### config.mk
export PLATFORM = sky130hd
export DESIGN_NAME = feac_tx
export DESIGN_NICKNAME = d
export VERILOG_FILES = /design/src/rtl/feac_pkg.sv /design/src/rtl/feac_regs.sv /design/src/rtl/feac_seq.sv /design/src/rtl/feac_serializer.sv /design/src/rtl/feac_tx.sv
export SDC_FILE = /design/constraint.sdc
export NUM_CORES = 1
export LEC_CHECK = 0
export ABC_CLOCK_PERIOD_IN_PS = 1600
export BUFFER_PORTS_ARGS = -buffer_cell sky130_fd_sc_hd__clkbuf_2
export CORE_MARGIN = 1.5
export CORE_UTILIZATION = 40
export DETAILED_ROUTE_END_ITERATION = 8
export PLACE_DENSITY = 0.72
export SYNTH_ARGS = -nofsm -noshare
export SYNTH_HDL_FRONTEND = slang
export SYNTH_SLANG_ARGS = --single-unit
### constraint.sdc
create_clock -name clk -period 1.6 [get_ports clk]
set_input_delay 0.08 -clock clk [delete_from_list [all_inputs] [get_ports clk]]
set_output_delay 0.08 -clock clk [all_outputs]
set_load 0.01 [all_outputs]
### src/rtl/feac_pkg.sv
package feac_pkg;
  localparam int CODE_W_DEF  = 6;
  localparam int CW_BITS_DEF = 16;
  localparam int REPEAT_DEF  = 10;
  localparam int DATA_W_DEF  = 8;
  // control/status register bit positions
  localparam int CTL_BUSY  = 0;
  localparam int CTL_EN    = 1;
  localparam int CTL_START = 2;
  localparam int CTL_IEN   = 3;
  localparam int CTL_ISTAT = 4;
endpackage

### src/rtl/feac_regs.sv
module feac_regs
  import feac_pkg::*;
#(
  parameter int CODE_W = CODE_W_DEF,
  parameter int DATA_W = DATA_W_DEF
) (
  input  logic              clk,
  input  logic              rst_n,
  input  logic              wr,
  input  logic              rd,
  input  logic              addr,
  input  logic [DATA_W-1:0] wdata,
  output logic [DATA_W-1:0] rdata,
  input  logic              busy,
  input  logic              done,
  output logic [CODE_W-1:0] code_q,
  output logic              enable_q,
  output logic              start_pulse,
  output logic              irq
);

  logic [CODE_W-1:0] code_d;
  logic              enable_d, ien_q, ien_d, stat_q, stat_d;
  logic              ctl_wr, ctl_rd;

  assign ctl_wr = wr && addr;
  assign ctl_rd = rd && addr;

  always_comb begin
    code_d   = code_q;
    enable_d = enable_q;
    ien_d    = ien_q;
    stat_d   = stat_q;
    if (wr && !addr && !busy) code_d = wdata[CODE_W-1:0];
    if (ctl_wr) begin
      enable_d = wdata[CTL_EN];
      ien_d    = wdata[CTL_IEN];
    end
    // completion wins over a read-clear in the same cycle
    if (done)        stat_d = 1'b1;
    else if (ctl_rd) stat_d = 1'b0;
  end

  assign start_pulse = ctl_wr && wdata[CTL_START] && wdata[CTL_EN] && !busy;

  always_ff @(posedge clk or negedge rst_n) begin
    if (!rst_n) begin
      code_q   <= '0;
      enable_q <= 1'b0;
      ien_q    <= 1'b0;
      stat_q   <= 1'b0;
    end else begin
      code_q   <= code_d;
      enable_q <= enable_d;
      ien_q    <= ien_d;
      stat_q   <= stat_d;
    end
  end

  always_comb begin
    rdata = '0;
    if (!addr) begin
      rdata[CODE_W-1:0] = code_q;
    end else begin
      rdata[CTL_BUSY]  = busy;
      rdata[CTL_EN]    = enable_q;
      rdata[CTL_IEN]   = ien_q;
      rdata[CTL_ISTAT] = stat_q;
    end
  end

  assign irq = stat_q && ien_q;

  assert_code_frozen_R8: assert property (@(posedge clk) disable iff (!rst_n)
    busy |=> $stable(code_q));
  assert_status_set_R5: assert property (@(posedge clk) disable iff (!rst_n)
    done |=> stat_q);
  assert_status_sticky_R5: assert property (@(posedge clk) disable iff (!rst_n)
    (stat_q && !ctl_rd) |=> stat_q);

endmodule

### src/rtl/feac_seq.sv
module feac_seq #(
  parameter int CW_BITS = 16,
  parameter int REPEATS = 10,
  localparam int BIT_W  = $clog2(CW_BITS),
  localparam int REP_W  = $clog2(REPEATS)
) (
  input  logic             clk,
  input  logic             rst_n,
  input  logic             enable,
  input  logic             start,
  input  logic             frm_stb,
  output logic             busy,
  output logic [BIT_W-1:0] bit_idx,
  output logic             done
);

  localparam logic [BIT_W-1:0] LAST_BIT = BIT_W'(CW_BITS - 1);
  localparam logic [REP_W-1:0] LAST_REP = REP_W'(REPEATS - 1);

  logic             busy_d;
  logic [BIT_W-1:0] bit_q, bit_d;
  logic [REP_W-1:0] rep_q, rep_d;
  logic             advance, last_bit, last_rep;

  assign advance  = busy && enable && frm_stb;
  assign last_bit = (bit_q == LAST_BIT);
  assign last_rep = (rep_q == LAST_REP);
  assign done     = advance && last_bit && last_rep;

  always_comb begin
    busy_d = busy;
    bit_d  = bit_q;
    rep_d  = rep_q;
    if (start && !busy) begin
      busy_d = 1'b1;
      bit_d  = '0;
      rep_d  = '0;
    end else if (!enable) begin
      busy_d = 1'b0;
      bit_d  = '0;
      rep_d  = '0;
    end else if (advance) begin
      if (!last_bit) begin
        bit_d = bit_q + 1'b1;
      end else begin
        bit_d = '0;
        if (last_rep) begin
          busy_d = 1'b0;
          rep_d  = '0;
        end else begin
          rep_d = rep_q + 1'b1;
        end
      end
    end
  end

  always_ff @(posedge clk or negedge rst_n) begin
    if (!rst_n) begin
      busy  <= 1'b0;
      bit_q <= '0;
      rep_q <= '0;
    end else begin
      busy  <= busy_d;
      bit_q <= bit_d;
      rep_q <= rep_d;
    end
  end

  assign bit_idx = bit_q;

  assert_hold_off_strobe_R2: assert property (@(posedge clk) disable iff (!rst_n)
    (busy && enable && !frm_stb) |=> ($stable(bit_q) && $stable(rep_q)));
  assert_end_after_tenth_R3: assert property (@(posedge clk) disable iff (!rst_n)
    (busy && enable && frm_stb && last_bit && last_rep) |=> !busy);
  assert_abort_R9: assert property (@(posedge clk) disable iff (!rst_n)
    (!enable && !start) |=> !busy);
  assert_busy_start_R4: assert property (@(posedge clk) disable iff (!rst_n)
    (start && !busy) |=> busy);

endmodule

### src/rtl/feac_serializer.sv
module feac_serializer #(
  parameter int CODE_W  = 6,
  parameter int CW_BITS = 16,
  localparam int BIT_W  = $clog2(CW_BITS),
  localparam int TAIL   = CW_BITS - CODE_W - 2
) (
  input  logic [CODE_W-1:0] code,
  input  logic [BIT_W-1:0]  bit_idx,
  input  logic              busy,
  output logic              ser_out
);

  logic [CW_BITS-1:0] cw;
  logic [CW_BITS-1:0] send_order;

  assign cw = {1'b0, code, 1'b0, {TAIL{1'b1}}};

  // send_order[k] is the k-th bit to leave: codeword MSB first
  for (genvar k = 0; k < CW_BITS; k++) begin : g_order
    assign send_order[k] = cw[CW_BITS-1-k];
  end

  assign ser_out = busy ? send_order[bit_idx] : 1'b1;

endmodule

### src/rtl/feac_tx.sv
module feac_tx
  import feac_pkg::*;
#(
  parameter int CODE_W  = CODE_W_DEF,
  parameter int CW_BITS = CW_BITS_DEF,
  parameter int REPEATS = REPEAT_DEF,
  parameter int DATA_W  = DATA_W_DEF
) (
  input  logic              clk,
  input  logic              rst_n,
  input  logic              host_wr,
  input  logic              host_rd,
  input  logic              host_addr,
  input  logic [DATA_W-1:0] host_wdata,
  output logic [DATA_W-1:0] host_rdata,
  input  logic              frame_stb,
  output logic              feac_bit,
  output logic              feac_irq
);

  localparam int BIT_W = $clog2(CW_BITS);

  logic              rst_m, rst_s;
  logic [CODE_W-1:0] code_q;
  logic              enable_q, start_pulse, busy, done;
  logic [BIT_W-1:0]  bit_idx;

  // asynchronous assert, synchronous release
  always_ff @(posedge clk or negedge rst_n) begin
    if (!rst_n) begin
      rst_m <= 1'b0;
      rst_s <= 1'b0;
    end else begin
      rst_m <= 1'b1;
      rst_s <= rst_m;
    end
  end

  feac_regs #(.CODE_W(CODE_W), .DATA_W(DATA_W)) u_regs (
    .clk(clk), .rst_n(rst_s), .wr(host_wr), .rd(host_rd), .addr(host_addr),
    .wdata(host_wdata), .rdata(host_rdata), .busy(busy), .done(done),
    .code_q(code_q), .enable_q(enable_q), .start_pulse(start_pulse), .irq(feac_irq)
  );

  feac_seq #(.CW_BITS(CW_BITS), .REPEATS(REPEATS)) u_seq (
    .clk(clk), .rst_n(rst_s), .enable(enable_q), .start(start_pulse),
    .frm_stb(frame_stb), .busy(busy), .bit_idx(bit_idx), .done(done)
  );

  feac_serializer #(.CODE_W(CODE_W), .CW_BITS(CW_BITS)) u_ser (
    .code(code_q), .bit_idx(bit_idx), .busy(busy), .ser_out(feac_bit)
  );

  assert_idle_ones_R6: assert property (@(posedge clk) disable iff (!rst_s)
    !busy |-> feac_bit);
  assert_no_irq_while_busy_R5: assert property (@(posedge clk) disable iff (!rst_s)
    $rose(feac_irq) |-> !busy);

endmodule

=== Word-level counts from Yosys, hierarchy flattened ===
Cells that the tools add are included.

* Register bits: 20
* Input bits: 14
* Output and inout bits: 10
* Word-level logic and storage cells: 58

* Add/subtract/negate cells: 2
* Order comparisons: 1
* Equal/unequal tests: 5
* Multiplexer cells: 23
* Reductions and logical operators: 18

{| class="wikitable"
|+ Operators by type and width
! kind !! count
|-
| 4-bit 2-to-1 mux || 9
|-
| 1-bit logical AND || 13
|-
| 1-bit 2-to-1 mux || 11
|-
| 3-bit by 1-bit != test with 1-bit output (second input constant) || 3
|-
| 4-bit by 1-bit adder with 4-bit output (second input constant) || 2
|-
| 4-bit equality test (second input constant) || 2
|-
| 4-bit by 5-bit < comparator with 1-bit output (second input constant) || 1
|-
| 1-bit binary-select mux with 4-bit select || 1
|-
| 2-bit 2-to-1 mux || 2
|-
| 3-bit AND reduction || 1
|-
| 1-bit zero test || 2
|-
| 2-bit AND reduction || 1
|-
| 2-bit nonzero test || 1
|}

=== Longest topological paths before layout ===
Gate-level depths: netlist (run 1).

* Depth in word-level cells: 7
* Mapped depth: 5
* Depth with buffers taken out: 5

=== Modules after synthesis ===
A second synthesis (run 1) with hierarchy kept.

* Cell total of the unflattened synthesis: 102
* Area total of the unflattened synthesis: 1119.8 µm²

{| class="wikitable"
|+ Modules (own cells, without submodules)
! module !! times used !! cells an instance !! area an instance (µm²) !! sequential area each (µm²)
|-
| feac_seq || 1 || 55 || 526.8 || 225.2
|-
| feac_regs || 1 || 34 || 460.4 || 225.2
|-
| feac_serializer || 1 || 10 || 78.8 || 0.0
|-
| feac_tx || 1 || 3 || 53.8 || 50.0
|}

=== Least setup slack after synthesis (run 1) ===
Ideal clock, no wire load.

* Kind: register to register
* Start point: register u_seq.bit_q[1] (netlist: u_seq.bit_idx[1])
* End point: register u_seq.rep_q[3]
* Setup time: 0.076 ns
* Data arrival time: 1.302 ns
* Data required time: 1.524 ns
* Setup slack: 0.222 ns
* Stages on the path, launching flop included: 5
* Path buffers: 0
* Period minus slack after synthesis: 1.378 ns
* Cell sequence: dfrtp_1 > ha_1 > nand3_2 > or4_1 > o21ai_1

* Longest elaborated chain between the ends: 3

{| class="wikitable"
|+ RTL lines
! item !! RTL line !! text
|-
| start, declared || feac_seq.sv:21 || <nowiki>logic [BIT_W-1:0] bit_q, bit_d;</nowiki>
|-
| start signal, assigned || feac_seq.sv:64 || <nowiki>bit_q <= bit_d;</nowiki>
|-
| 4-bit equality test || feac_seq.sv:26 || <nowiki>assign last_bit = (bit_q == LAST_BIT);</nowiki>
|-
| 3-bit by 1-bit != test with 1-bit output (no line) || -- ||
|-
| 2-bit AND reduction (no line) || -- ||
|-
| end signal, assigned || feac_seq.sv:65 || <nowiki>rep_q <= rep_d;</nowiki>
|-
| end, declared || feac_seq.sv:22 || <nowiki>logic [REP_W-1:0] rep_q, rep_d;</nowiki>
|}

No other way between the ends.
A chain may end at the register's enable or synchronous reset.

=== Final worst setup path (run 1) ===
* Start point: register u_seq.bit_q[0] (netlist: u_seq.bit_idx[0])
* End point: output port feac_bit

* Longest elaborated chain between the ends: 3

{| class="wikitable"
|+ RTL lines
! item !! RTL line !! text
|-
| 1-bit binary-select mux with 4-bit select || feac_serializer.sv:23 || <nowiki>assign ser_out = busy ? send_order[bit_idx] : 1'b1;</nowiki>
|-
| 1-bit 2-to-1 mux (implied by the code) || feac_serializer.sv:23 ||
|-
| 1-bit 2-to-1 mux || feac_serializer.sv:23 ||
|-
| end, declared || feac_tx.sv:17 || <nowiki>output logic feac_bit,</nowiki>
|}

No other way between the ends. The select of a mux whose other input is x is not followed.

==> summary.md, run 1 <==
| Metric | Value |
|---|---|
| Worst Hold Depth | 2 |
| HP Start | host_wdata[2] |
| Drt initial violations | 13 |
| Core region area | 2540 µm² |
| Post-synthesis share of cell area spent on xor and xnor gates | 0.00799 |
| Die X-Extent | ~55 µm |
| Reg clk slew, reported paths | approximately 0.12 ns |
| Number of primary I/O pins | 24 |
| Post-route minimum period | around 1.7 ns |
| TritonCTS clock tree | done |
| Number of instances in the placed design | approximately 150 |
| Fraction of the core area covered by cells at the end of the flow | 0.530 |
| Leakage power summed over all cells | roughly 0.57 nW |
| Internal power contribution | about 0.8 mW |
| Ratio of final minimum period to clock period | 1.04 |
| Path type of the worst setup path | reg2out |
| F_max | around 600 MHz |
| Failing checks | negative setup slack |
| Antenna violations before repair | 0 |
| Number of distinct library cells after synthesis | 33 |
| Most common library cell in the layout ignoring fill and taps | dfrtp_1 |
| Run status | complete, but fails checks |
| Crit-path cells | nand2b_4, mux4_2, nand3b_1, buf_2 |
| End of the worst register-to-register path | u_seq.rep_q[3]$_DFFE_PN0P_ |
| Final Skew | between 0.0008 and 0.0009 ns |
| Sum Neg Setup Slack | -0.0586 ns |
| Arrival time at the worst endpoint | between 1.5 and 2 ns |
| Count of placed standard cells in the final layout, fillers left out | 160 |
| Clock H-tree levels | 1 |
| Pre-CTS setup slack | around 0.053 ns |
| Overflow left after global routing | 0 |
| Portion of the post-synthesis area used by sequential elements | 0.457 |
| Total wire length after detailed routing | 2.28 mm |
| Share of async-settable or async-resettable flops after synthesis | 1.00 |
| Average wire per standard cell | between 10 and 15 µm |
| Detailed-router iteration count before antenna repair | 4 |
| #FFs+latches synth | 20 |
| DRC viols | 0 |
| Power share of the clock group | 0.276 |
| Proportion of total power due to net switching | 0.271 |
| Share of cell area taken by muxes after synthesis | 0.166 |
| GPL Wtd Cong | 0.866 |
| Post-detailed-route count of antenna-violating nets | 0 |
| Net count reported at finish | about 150 |
| Worst setup slack after layout | -0.0586 ns |
| Master of the slowest instance on the critical path | dfrtp_2 |
| Adder-Cell Fraction of Synth Area | 0.0342 |
| Half-perimeter wire length after placement | about 1.6 mm |
| Cells after Synth | 100 |
| Vias in the first global route | 910 |
| Hold/Removal Path Class | in2reg |
| Via/cell ratio | 5.48 |
| WP data required | 1.52 ns |
| Crit end category | primary output |
| Share of post-route cells with drive strength above 1 | 0.392 |
| Initial standard-cell utilization of the core | 0.431 |
| Buffers on Ports | 19 |
| Worst-case reg-to-reg path depth | 5 |
| Post-synthesis instance area | about 1100 µm² |
| Pin count of the biggest net entering global routing | 19 |
| Clock root cell | clkbuf_4 |
| Dominant combinational cell family by area after synthesis | simple AND/OR/NAND/NOR gates |
| Total count of max-transition violations in the final report | 0 |
| Cts bufs inserted | 3 |
| Basic-gate share of the synthesized area counting and, or, nand and nor cells | 0.177 |
| FF-to-FF setup slack | about 0.08 ns |
| Number of cell rows | 18 |
| Area Growth Syn to Fin | 23.2% |
| Net load switching power | 0.296 mW |
| Sinks on the clock net | 20 |
| Worst hold endpoint | u_regs.code_q[2]$_DFFE_PN0P_ |
| Count of final setup violators | 1 |
| Number of flops mapped to enable cells by yosys | 0 |
| Fin. Hold Viols | 0 |
| Max capacitance violation total | 0 |
| Unrepaired setup endpoints after global routing | true |
| Source-to-sink clock delay at the later pin of the worst-skew pair | approximately 0.3 ns |
| Total number of yosys warnings | 0 |
| Delay of the slowest critical-path stage | roughly 0.46 ns |
| Antenna Cells | 0 |
| Peak supply drop | 0.551 mV |
| Die outline area | just over 3000 µm² |
| Synthesized area divided by synthesized cell count | between 10 and 15 µm² |
| Pwr/cell area | slightly above 800 nW/µm² |
| Complex-gate fraction of the synthesized area | 0.108 |
| Share of total power in sequential cells | 0.540 |
| First-pass GRT wire length | 4.06 mm |
| Chip Height | ~55 µm |
| Reg-to-reg startpoint | u_seq.bit_idx[0]$_DFFE_PN0P_ |
| Via count | between 800 and 900 |
| Crit-path max FO | 5 |
| Dominant register cell in the synthesized netlist | dfrtp_1 |
| Global Route Usage Sum | 0.162 |
| Comb power frac | 0.185 |
| Design Power | between 1 and 1.5 mW |
| Largest buffer count on any clock path | 2 |
| Startpoint Class | flip-flop |
| Most used cells in the layout excluding fill and tap cells | 19 x dfrtp_1, 18 x clkbuf_2, 12 x mux2_2 |
## kinds of logic after synthesis
family,after synthesis
AND/OR/NAND/NOR,31
AO/OA/AOI/OAI,20
flip-flops,20
multiplexers,15
buffers and inverters,8
adder cells (fa/ha/maj),3
other,2
XOR/XNOR,1
## synthesized netlist by cell type (2+ instances only)
library cell,number,share of area
dfrtp_1,20,0.46
mux2_2,12,0.12
a21oi_1,7,0.032
nand2_1,7,0.024
o21ai_0,5,0.023
buf_4,4,0.027
ha_1,3,0.034
nand3_1,3,0.014
nand4_1,3,0.017
buf_2,2,0.0091
conb_1,2,0.0069
inv_1,2,0.0069
mux2i_1,2,0.018
nand2b_1,2,0.011
nand3_2,2,0.018
nand3b_1,2,0.014
nand4b_1,2,0.016
nor2b_1,2,0.011
o211ai_1,2,0.014
o31ai_1,2,0.014
or3_1,2,0.011
## per-stage QoR
stage / cell area [µm²] / hold slack [ns]
6_report: 1350 / 0.0267
5_1_grt: 1350 / 0.00352
4_1_cts: 1340 / 0.0106
3_5_place_dp: 1240 / -0.129
3_3_place_gp: 1240 / -0.134
2_1_floorplan: 1100 / -0.216
## how the worst max path moves through the flow
stage	from	endpoint	cells after the start	slack [ns]
after floorplan	u_seq.bit_idx[1]$_DFFE_PN0P_	u_seq.rep_q[3]$_DFFE_PN0P_	4	0.22
after global placement	u_seq.bit_idx[0]$_DFFE_PN0P_	u_seq.rep_q[3]$_DFFE_PN0P_	4	0.09
after detailed placement	u_seq.bit_idx[0]$_DFFE_PN0P_	u_seq.rep_q[3]$_DFFE_PN0P_	4	0.05
after CTS	u_seq.bit_idx[0]$_DFFE_PN0P_	feac_bit	4	-0.09
after global routing	u_seq.bit_idx[0]$_DFFE_PN0P_	feac_bit	4	-0.13
final	u_seq.bit_idx[0]$_DFFE_PN0P_	feac_bit	4	-0.06
## state kept, by name, indices dropped and copies added, names as in the netlist
register         cells
u_seq.rep_q          4
u_regs.ien_q         1
u_regs.enable_q      1
u_regs.stat_q        1
u_regs.code_q        6
rst_m                1
u_seq.busy           1
u_seq.bit_idx        4
rst_s                1
## critical path, delay by kind of cell, from the launching register on
kind / cells / cell delay, ns
and+or+nand+nor: 2 / 0.23
buffers and inverters: 1 / 0.13
muxes: 1 / 0.46
DFF: 1 / 0.46
## final cells by class
| type | instances | area, µm² |
|---|---|---|
| tap | 30 | 37.5 |
| sequential | 20 | 502 |
| fill | 241 | 1190 |
| inverter | 2 | 7.51 |
| timing repair buffer | 31 | 195 |
| clock buffer | 4 | 36.3 |
| multi-input combinational | 73 | 572 |
## power groups by stage
stage	Sequential, mW	Combinational [mW]	Clock [mW]
after floorplan	0.581	0.131	0
after detailed placement	0.598	0.186	0
final	0.590	0.202	0.301
after global placement	0.596	0.182	0
after CTS	0.590	0.202	0.311
after global routing	0.600	0.222	0.333
## routing by layer
layer	wire length, µm	GRT usage	part of all wire	up-vias
met3	75	0.0211	0.033	2
met4	8	0.0418	0.0035	0
met1	1020	0.196	0.45	431
met5	0	0	0	-
met2	1170	0.299	0.51	21
li1	-	-	-	423
## timing repair
action | in CTS | in global routing
endpoints found under the hold margin | 5 | 0
buffers inserted | 1 | 0
hold buffers | 4 | 0
gates resized for setup | 4 | 3
endpoints found under the setup margin | 1 | 5
pin swaps | 1 | 0
(Power assumes the default switching activity.)
==> inputs of run 2 (changes only) <==
--- a/config.mk
+++ b/config.mk
@@ -10,6 +10,7 @@
 export CORE_MARGIN = 1.5
 export CORE_UTILIZATION = 40
 export DETAILED_ROUTE_END_ITERATION = 8
+export MAX_ROUTING_LAYER = met4
 export PLACE_DENSITY = 0.72
 export SYNTH_ARGS = -nofsm -noshare
 export SYNTH_HDL_FRONTEND = slang
==> summary.md, run 2 (synthesized netlist as in run 1, its figures left out) <==
| Metric | Value |
|---|---|
| Pin count of the biggest net entering global routing | 19 (unchanged) |
| F_max | 603 MHz (about the same) |
| Crit-path cells | nand2b_4, mux4_2, nand3b_1, buf_2 (unchanged) |
| Via count | 878 (was 877) |
| Die X-Extent | 55.3 µm (unchanged) |
| Startpoint Class | flip-flop (unchanged) |
| Hold/Removal Path Class | in2reg (unchanged) |
| Share of post-route cells with drive strength above 1 | 0.392 (unchanged) |
| Average wire per standard cell | 14.2 µm (about the same) |
| Routing usage on met1 | 0.195 (was 0.196) |
| Leakage power summed over all cells | 0.570 nW (unchanged) |
| Post-route minimum period | 1.66 ns (about the same) |
| Delay of the slowest critical-path stage | 0.46 ns (about the same) |
| Area used by multi-input combinational logic | 572 µm² (unchanged) |
| Final Skew | 0.000867 ns (was 0.000829 ns) |
| Ratio of final minimum period to clock period | 1.04 (about the same) |
| Crit-path max FO | 5 (unchanged) |
| Critical Path Source | u_seq.bit_idx[0]$_DFFE_PN0P_ (unchanged) |
| WP data required | 1.52 ns (about the same) |
| Total wire length after detailed routing | 2.28 mm (about the same) |
| Area of all sequential standard cells | 502 µm² (unchanged) |
| Sinks on the clock net | 20 (unchanged) |
| Largest register FFs | 6 (unchanged) |
| HP Start | host_wdata[2] (unchanged) |
| Half-perimeter wire length after placement | 1.61 mm (unchanged) |
| Pwr/cell area | 810 nW/µm² (about the same) |
| GPL Wtd Cong | 0.880 (was 0.866) |
| Source-to-sink clock delay at the later pin of the worst-skew pair | 0.30 ns (about the same) |
| Clock root cell | clkbuf_4 (unchanged) |
| Max capacitance violation total | 0 (unchanged) |
| Reg-to-reg startpoint | u_seq.bit_idx[0]$_DFFE_PN0P_ (unchanged) |
| Failing checks | negative setup slack (unchanged) |
| Master of the slowest instance on the critical path | dfrtp_2 (unchanged) |
| Reg clk slew, reported paths | 0.12 ns (about the same) |
| Total count of max-transition violations in the final report | 0 (unchanged) |
| Peak supply drop | 0.551 mV (about the same) |
| Antenna violations before repair | 0 (unchanged) |
| TritonCTS clock tree | done (unchanged) |
| Drt initial violations | 13 (unchanged) |
| Post-detailed-route count of antenna-violating nets | 0 (unchanged) |
| Chip Height | 55.3 µm (unchanged) |
| Final-layout fill cell count | 241 (unchanged) |
| Buffers on Ports | 19 (unchanged) |
| Global Route Usage Sum | 0.166 (was 0.162) |
| Die outline area | 3060 µm² (unchanged) |
| Design Power | 1.09 mW (about the same) |
| Most used cells in the layout excluding fill and tap cells | 19 x dfrtp_1, 18 x clkbuf_2, 12 x mux2_2 (unchanged) |
| Net count reported at finish | 148 (unchanged) |
| Largest buffer count on any clock path | 2 (unchanged) |
| First-pass GRT wire length | 4.05 mm (was 4.06 mm) |
| Path type of the worst setup path | reg2out (unchanged) |
| Crit end category | primary output (unchanged) |
| Fin. Hold Viols | 0 (unchanged) |
| Detailed-router iteration count before antenna repair | 4 (unchanged) |
| Clock H-tree levels | 1 (unchanged) |
| Worst setup slack after layout | -0.0586 ns (about the same) |
| Largest register by flop count | u_regs.code_q (unchanged) |
| Pre-CTS setup slack | 0.0529 ns (unchanged) |
| Global-route track usage on met2 | 0.299 (unchanged) |
| Overflow left after global routing | 0 (unchanged) |
| Cts bufs inserted | 3 (unchanged) |
| Unrepaired setup endpoints after global routing | true (unchanged) |
| Global-route met3 utilization | 0.0211 (unchanged) |
| Initial standard-cell utilization of the core | 0.431 (unchanged) |
| DRC viols | 0 (unchanged) |
| Most Used Layer, Global Route | met2 (unchanged) |
| Count of final setup violators | 1 (unchanged) |
| Area Growth Syn to Fin | 23.2% (unchanged) |
| Run status | complete, but fails checks (unchanged) |
| Number of cell rows | 18 (unchanged) |
| Via/cell ratio | 5.49 (was 5.48) |
| Number of primary I/O pins | 24 (unchanged) |
| Core region area | 2540 µm² (unchanged) |
| Arrival time at the worst endpoint | 1.58 ns (about the same) |
| Vias in the first global route | 914 (was 910) |
| Most common library cell in the layout ignoring fill and taps | dfrtp_1 (unchanged) |
| Antenna Cells | 0 (unchanged) |
run 2: cell counts in the layout (fill, tap and decap cells not counted):
No cell type changed its count.
run 2: per-layer routing:
layer  vias to the layer above  share of wire  wire length [µm]
met3                         2          0.032                73
li1                        423              -                 -
met4                         0         0.0035                 8
met5                         -              0                 0
met1                       432           0.45              1020
met2                        21           0.51              1170
run 2: worst max-delay path: cells and delay by family, from the launching register on:
| family | cells | cell delay, ns |
|---|---|---|
| buf+inv | 1 | 0.13 |
| simple gates | 2 | 0.23 |
| flops | 1 | 0.46 |
| mux | 1 | 0.46 |
run 2: report_power, final:
part | leakage, nW | switching (mW) | total [mW] | internal [mW]
Sequential | 0.255 | 0.0438 | 0.590 | 0.546
Combinational | 0.294 | 0.0898 | 0.202 | 0.112
Clock | 0.0210 | 0.162 | 0.301 | 0.139
run 2: cell type report:
| cell class | instances | area share |
|---|---|---|
| clock buffer | 4 | 0.0269 |
| inverter | 2 | 0.00556 |
| multi-input combinational | 73 | 0.424 |
| sequential | 20 | 0.372 |
| tap | 30 | 0.0278 |
| timing repair buffer | 31 | 0.145 |
run 2: worst paths after layout:
kind,end,slack [ns],cells past startpoint
max in group asynchronous,u_seq.bit_idx[0]$_DFFE_PN0P_,1.18,1
hold / removal,u_regs.code_q[2]$_DFFE_PN0P_,0.03,2
hold reg to reg,u_seq.rep_q[1]$_DFFE_PN0P_,0.21,1
setup / recovery,feac_bit,-0.06,4
min in group asynchronous,rst_m$_DFF_PN0_,0.07,2
setup reg to reg,u_seq.rep_q[3]$_DFFE_PN0P_,0.08,5
run 2: what timing repair did:
| action | in CTS | in global routing |
|---|---|---|
| pin swaps | 1 | 0 |
| hold buffers | 4 | 0 |
| buffers inserted | 1 | 0 |
| hold endpoints to repair | 5 | 0 |
| setup endpoints to repair | 1 | 5 |
| cloned | 0 | 0 |
| resized for setup | 4 | 3 |
run 2: stage by stage:
stage | utilization | instance area [µm²] | TNS [ns] | hold WS, ns | cells
after global placement | 0.489 | 1240 | 0 | -0.134 | 151
after detailed placement | 0.489 | 1240 | 0 | -0.129 | 151
final | 0.530 | 1350 | -0.0586 | 0.0266 | 160
after CTS | 0.526 | 1340 | -0.0877 | 0.0106 | 160
after floorplan | - | 1100 | 0 | -0.216 | 101
after global routing | 0.530 | 1350 | -0.132 | 0.00352 | 160
==> inputs of run 3 (changes only) <==
--- a/config.mk
+++ b/config.mk
@@ -7,6 +7,7 @@
 export LEC_CHECK = 0
 export ABC_CLOCK_PERIOD_IN_PS = 1600
 export BUFFER_PORTS_ARGS = -buffer_cell sky130_fd_sc_hd__clkbuf_2
+export CORE_ASPECT_RATIO = 0.6
 export CORE_MARGIN = 1.5
 export CORE_UTILIZATION = 40
 export DETAILED_ROUTE_END_ITERATION = 8
==> summary.md, run 3 (synthesized netlist as in run 1, its figures left out) <==
| Metric | Value |
|---|---|
| Sum Neg Setup Slack | -0.0442 ns (was -0.0586 ns) |
| Cell area reported after detailed placement | 1260 µm² (was 1240 µm²) |
| Sinks on the clock net | 20 (unchanged) |
| Pwr/cell area | 881 nW/µm² (was 810 nW/µm²) |
| Failing checks | negative setup slack (unchanged) |
| Final-layout fill cell count | 236 (was 241) |
| Die outline area | 3070 µm² (was 3060 µm²) |
| F_max | 608 MHz (was 603 MHz) |
| Crit end category | primary output (unchanged) |
| Pre-CTS setup slack | 0.148 ns (was 0.0529 ns) |
| Max capacitance violation total | 0 (unchanged) |
| Most Used Layer, Global Route | met2 (unchanged) |
| Number of primary I/O pins | 24 (unchanged) |
| Largest register FFs | 6 (unchanged) |
| Most common library cell in the layout ignoring fill and taps | dfrtp_1 (unchanged) |
| DRC viols | 0 (unchanged) |
| Fin. Hold Viols | 0 (unchanged) |
| Crit-path max FO | 4 (was 5) |
| Initial standard-cell utilization of the core | 0.429 (was 0.431) |
| Ratio of final minimum period to clock period | 1.03 (was 1.04) |
| Most used cells in the layout excluding fill and tap cells | 20 x dfrtp_1, 18 x clkbuf_2, 12 x mux2_2 (was 19 x dfrtp_1, 18 x clkbuf_2, 12 x mux2_2) |
| Post-detailed-route count of antenna-violating nets | 0 (unchanged) |
| Pin count of the biggest net entering global routing | 19 (unchanged) |
| Drt initial violations | 57 (was 13) |
| Routing usage on met1 | 0.254 (was 0.195) |
| Unrepaired setup endpoints after global routing | true (unchanged) |
| Post-route minimum period | 1.64 ns (was 1.66 ns) |
| Die X-Extent | 70.6 µm (was 55.3 µm) |
| Via count | 876 (was 878) |
| Antenna Cells | 0 (unchanged) |
| Global Route Usage Sum | 0.185 (was 0.166) |
| Cts bufs inserted | 3 (unchanged) |
| Share of post-route cells with drive strength above 1 | 0.411 (was 0.392) |
| Design Area, Final | 1350 µm² (about the same) |
| First-pass GRT wire length | 4.15 mm (was 4.05 mm) |
| Source-to-sink clock delay at the later pin of the worst-skew pair | 0.26 ns (was 0.30 ns) |
| Peak supply drop | 0.579 mV (was 0.551 mV) |
| Path type of the worst setup path | reg2out (unchanged) |
| Via/cell ratio | 5.44 (was 5.49) |
| Final Skew | 0.00890 ns (was 0.000867 ns) |
| Vias in the first global route | 877 (was 914) |
| Clock H-tree levels | 1 (unchanged) |
| Run status | complete, but fails checks (unchanged) |
| Buffers on Ports | 19 (unchanged) |
| Hold/Removal Path Class | in2reg (unchanged) |
| Largest buffer count on any clock path | 2 (unchanged) |
| Half-perimeter wire length after placement | 1.82 mm (was 1.61 mm) |
| Startpoint Class | flip-flop (unchanged) |
| Largest register by flop count | u_regs.code_q (unchanged) |
| Global-route track usage on met2 | 0.274 (was 0.299) |
| WP data required | 1.52 ns (about the same) |
| Leakage power summed over all cells | 0.582 nW (was 0.570 nW) |
| Chip Height | 43.5 µm (was 55.3 µm) |
| Net count reported at finish | 147 (was 148) |
| Detailed-router iteration count before antenna repair | 4 (unchanged) |
| Total wire length after detailed routing | 2.42 mm (was 2.28 mm) |
| Fraction of the core area covered by cells at the end of the flow | 0.527 (was 0.530) |
| Reg clk slew, reported paths | 0.08 ns (was 0.12 ns) |
| GPL Wtd Cong | 0.843 (was 0.880) |
| Core region area | 2560 µm² (was 2540 µm²) |
| Worst setup slack after layout | -0.0442 ns (was -0.0586 ns) |
| Count of final setup violators | 1 (unchanged) |
| Global-route met3 utilization | 0.0605 (was 0.0211) |
| TritonCTS clock tree | done (unchanged) |
| Average wire per standard cell | 15.0 µm (was 14.2 µm) |
| Number of cell rows | 14 (was 18) |
| Total count of max-transition violations in the final report | 0 (unchanged) |
| Clock root cell | clkbuf_8 (was clkbuf_4) |
| Arrival time at the worst endpoint | 1.56 ns (was 1.58 ns) |
| Overflow left after global routing | 0 (unchanged) |
| Area Growth Syn to Fin | 23.1% (was 23.2%) |
| Antenna violations before repair | 0 (unchanged) |
## run 3: cell count changes in the layout (fill, tap and decap cells not counted), sizes merged
cell	delta
dlygate4sd3	-3
buf	+2
## run 3: through the flow
step           cells  hold slack [ns]  total power, mW
5_1_grt          161           0.0591             1.25
2_1_floorplan    101           -0.216            0.712
3_3_place_gp     155           -0.135            0.788
3_5_place_dp     155           -0.133            0.796
4_1_cts          161           0.0470             1.20
6_report         161           0.0508             1.19
## run 3: critical path: stages, from the launching register on
cell and delay, ns:
dfrtp_1 0.39, buf_6 0.13, nand2b_4 0.12, mux4_2 0.45
nand3b_1 0.08, buf_2 0.12
## run 3: final cells by class
type                            instances  area (µm²)  share of cell area
Multi-Input combinational cell         73         562               0.417
Sequential cell                        20         500               0.371
Timing Repair Buffer                   30         184               0.136
Clock buffer                            4        55.1              0.0408
Tap cell                               32        40.0              0.0297
Inverter                                2        7.51             0.00557
## run 3: routing by layer
metal / up-vias / part of all wire
li1: 416 / -
met1: 436 / 0.49
met2: 22 / 0.46
met3: 2 / 0.046
met4: 0 / 0.0062
met5: - / 0
## run 3: report_power, final
group          switching, mW  total [mW]  internal (mW)  leakage, nW
logic                 0.0944       0.207          0.112        0.297
clock network          0.167       0.386          0.219       0.0288
registers             0.0490       0.595          0.546        0.256
total                  0.310        1.19          0.878        0.582
## run 3: final timing paths
check / start / to / slack [ns] / cells after the start
max: u_seq.bit_idx[0]$_DFFE_PN0P_ / feac_bit / -0.04 / 5
min: host_wdata[4] / u_regs.code_q[4]$_DFFE_PN0P_ / 0.05 / 2
max reg2reg: u_seq.bit_idx[0]$_DFFE_PN0P_ / u_seq.rep_q[3]$_DFFE_PN0P_ / 0.05 / 5
min reg2reg: rst_s$_DFF_PN0_ / u_seq.busy$_DFFE_PN0P_ / 0.19 / 1
max in group asynchronous: rst_s$_DFF_PN0_ / u_regs.stat_q$_DFFE_PN0P_ / 1.20 / 1
min in group asynchronous: rst_n / rst_s$_DFF_PN0_ / 0.14 / 2
## run 3: repair_timing
action,in CTS,in global routing
resized for setup,3,3
pin swaps,1,0
endpoints found under the setup margin,1,2
hold buffers,1,0
endpoints found under the hold margin,2,0
buffers inserted,1,0
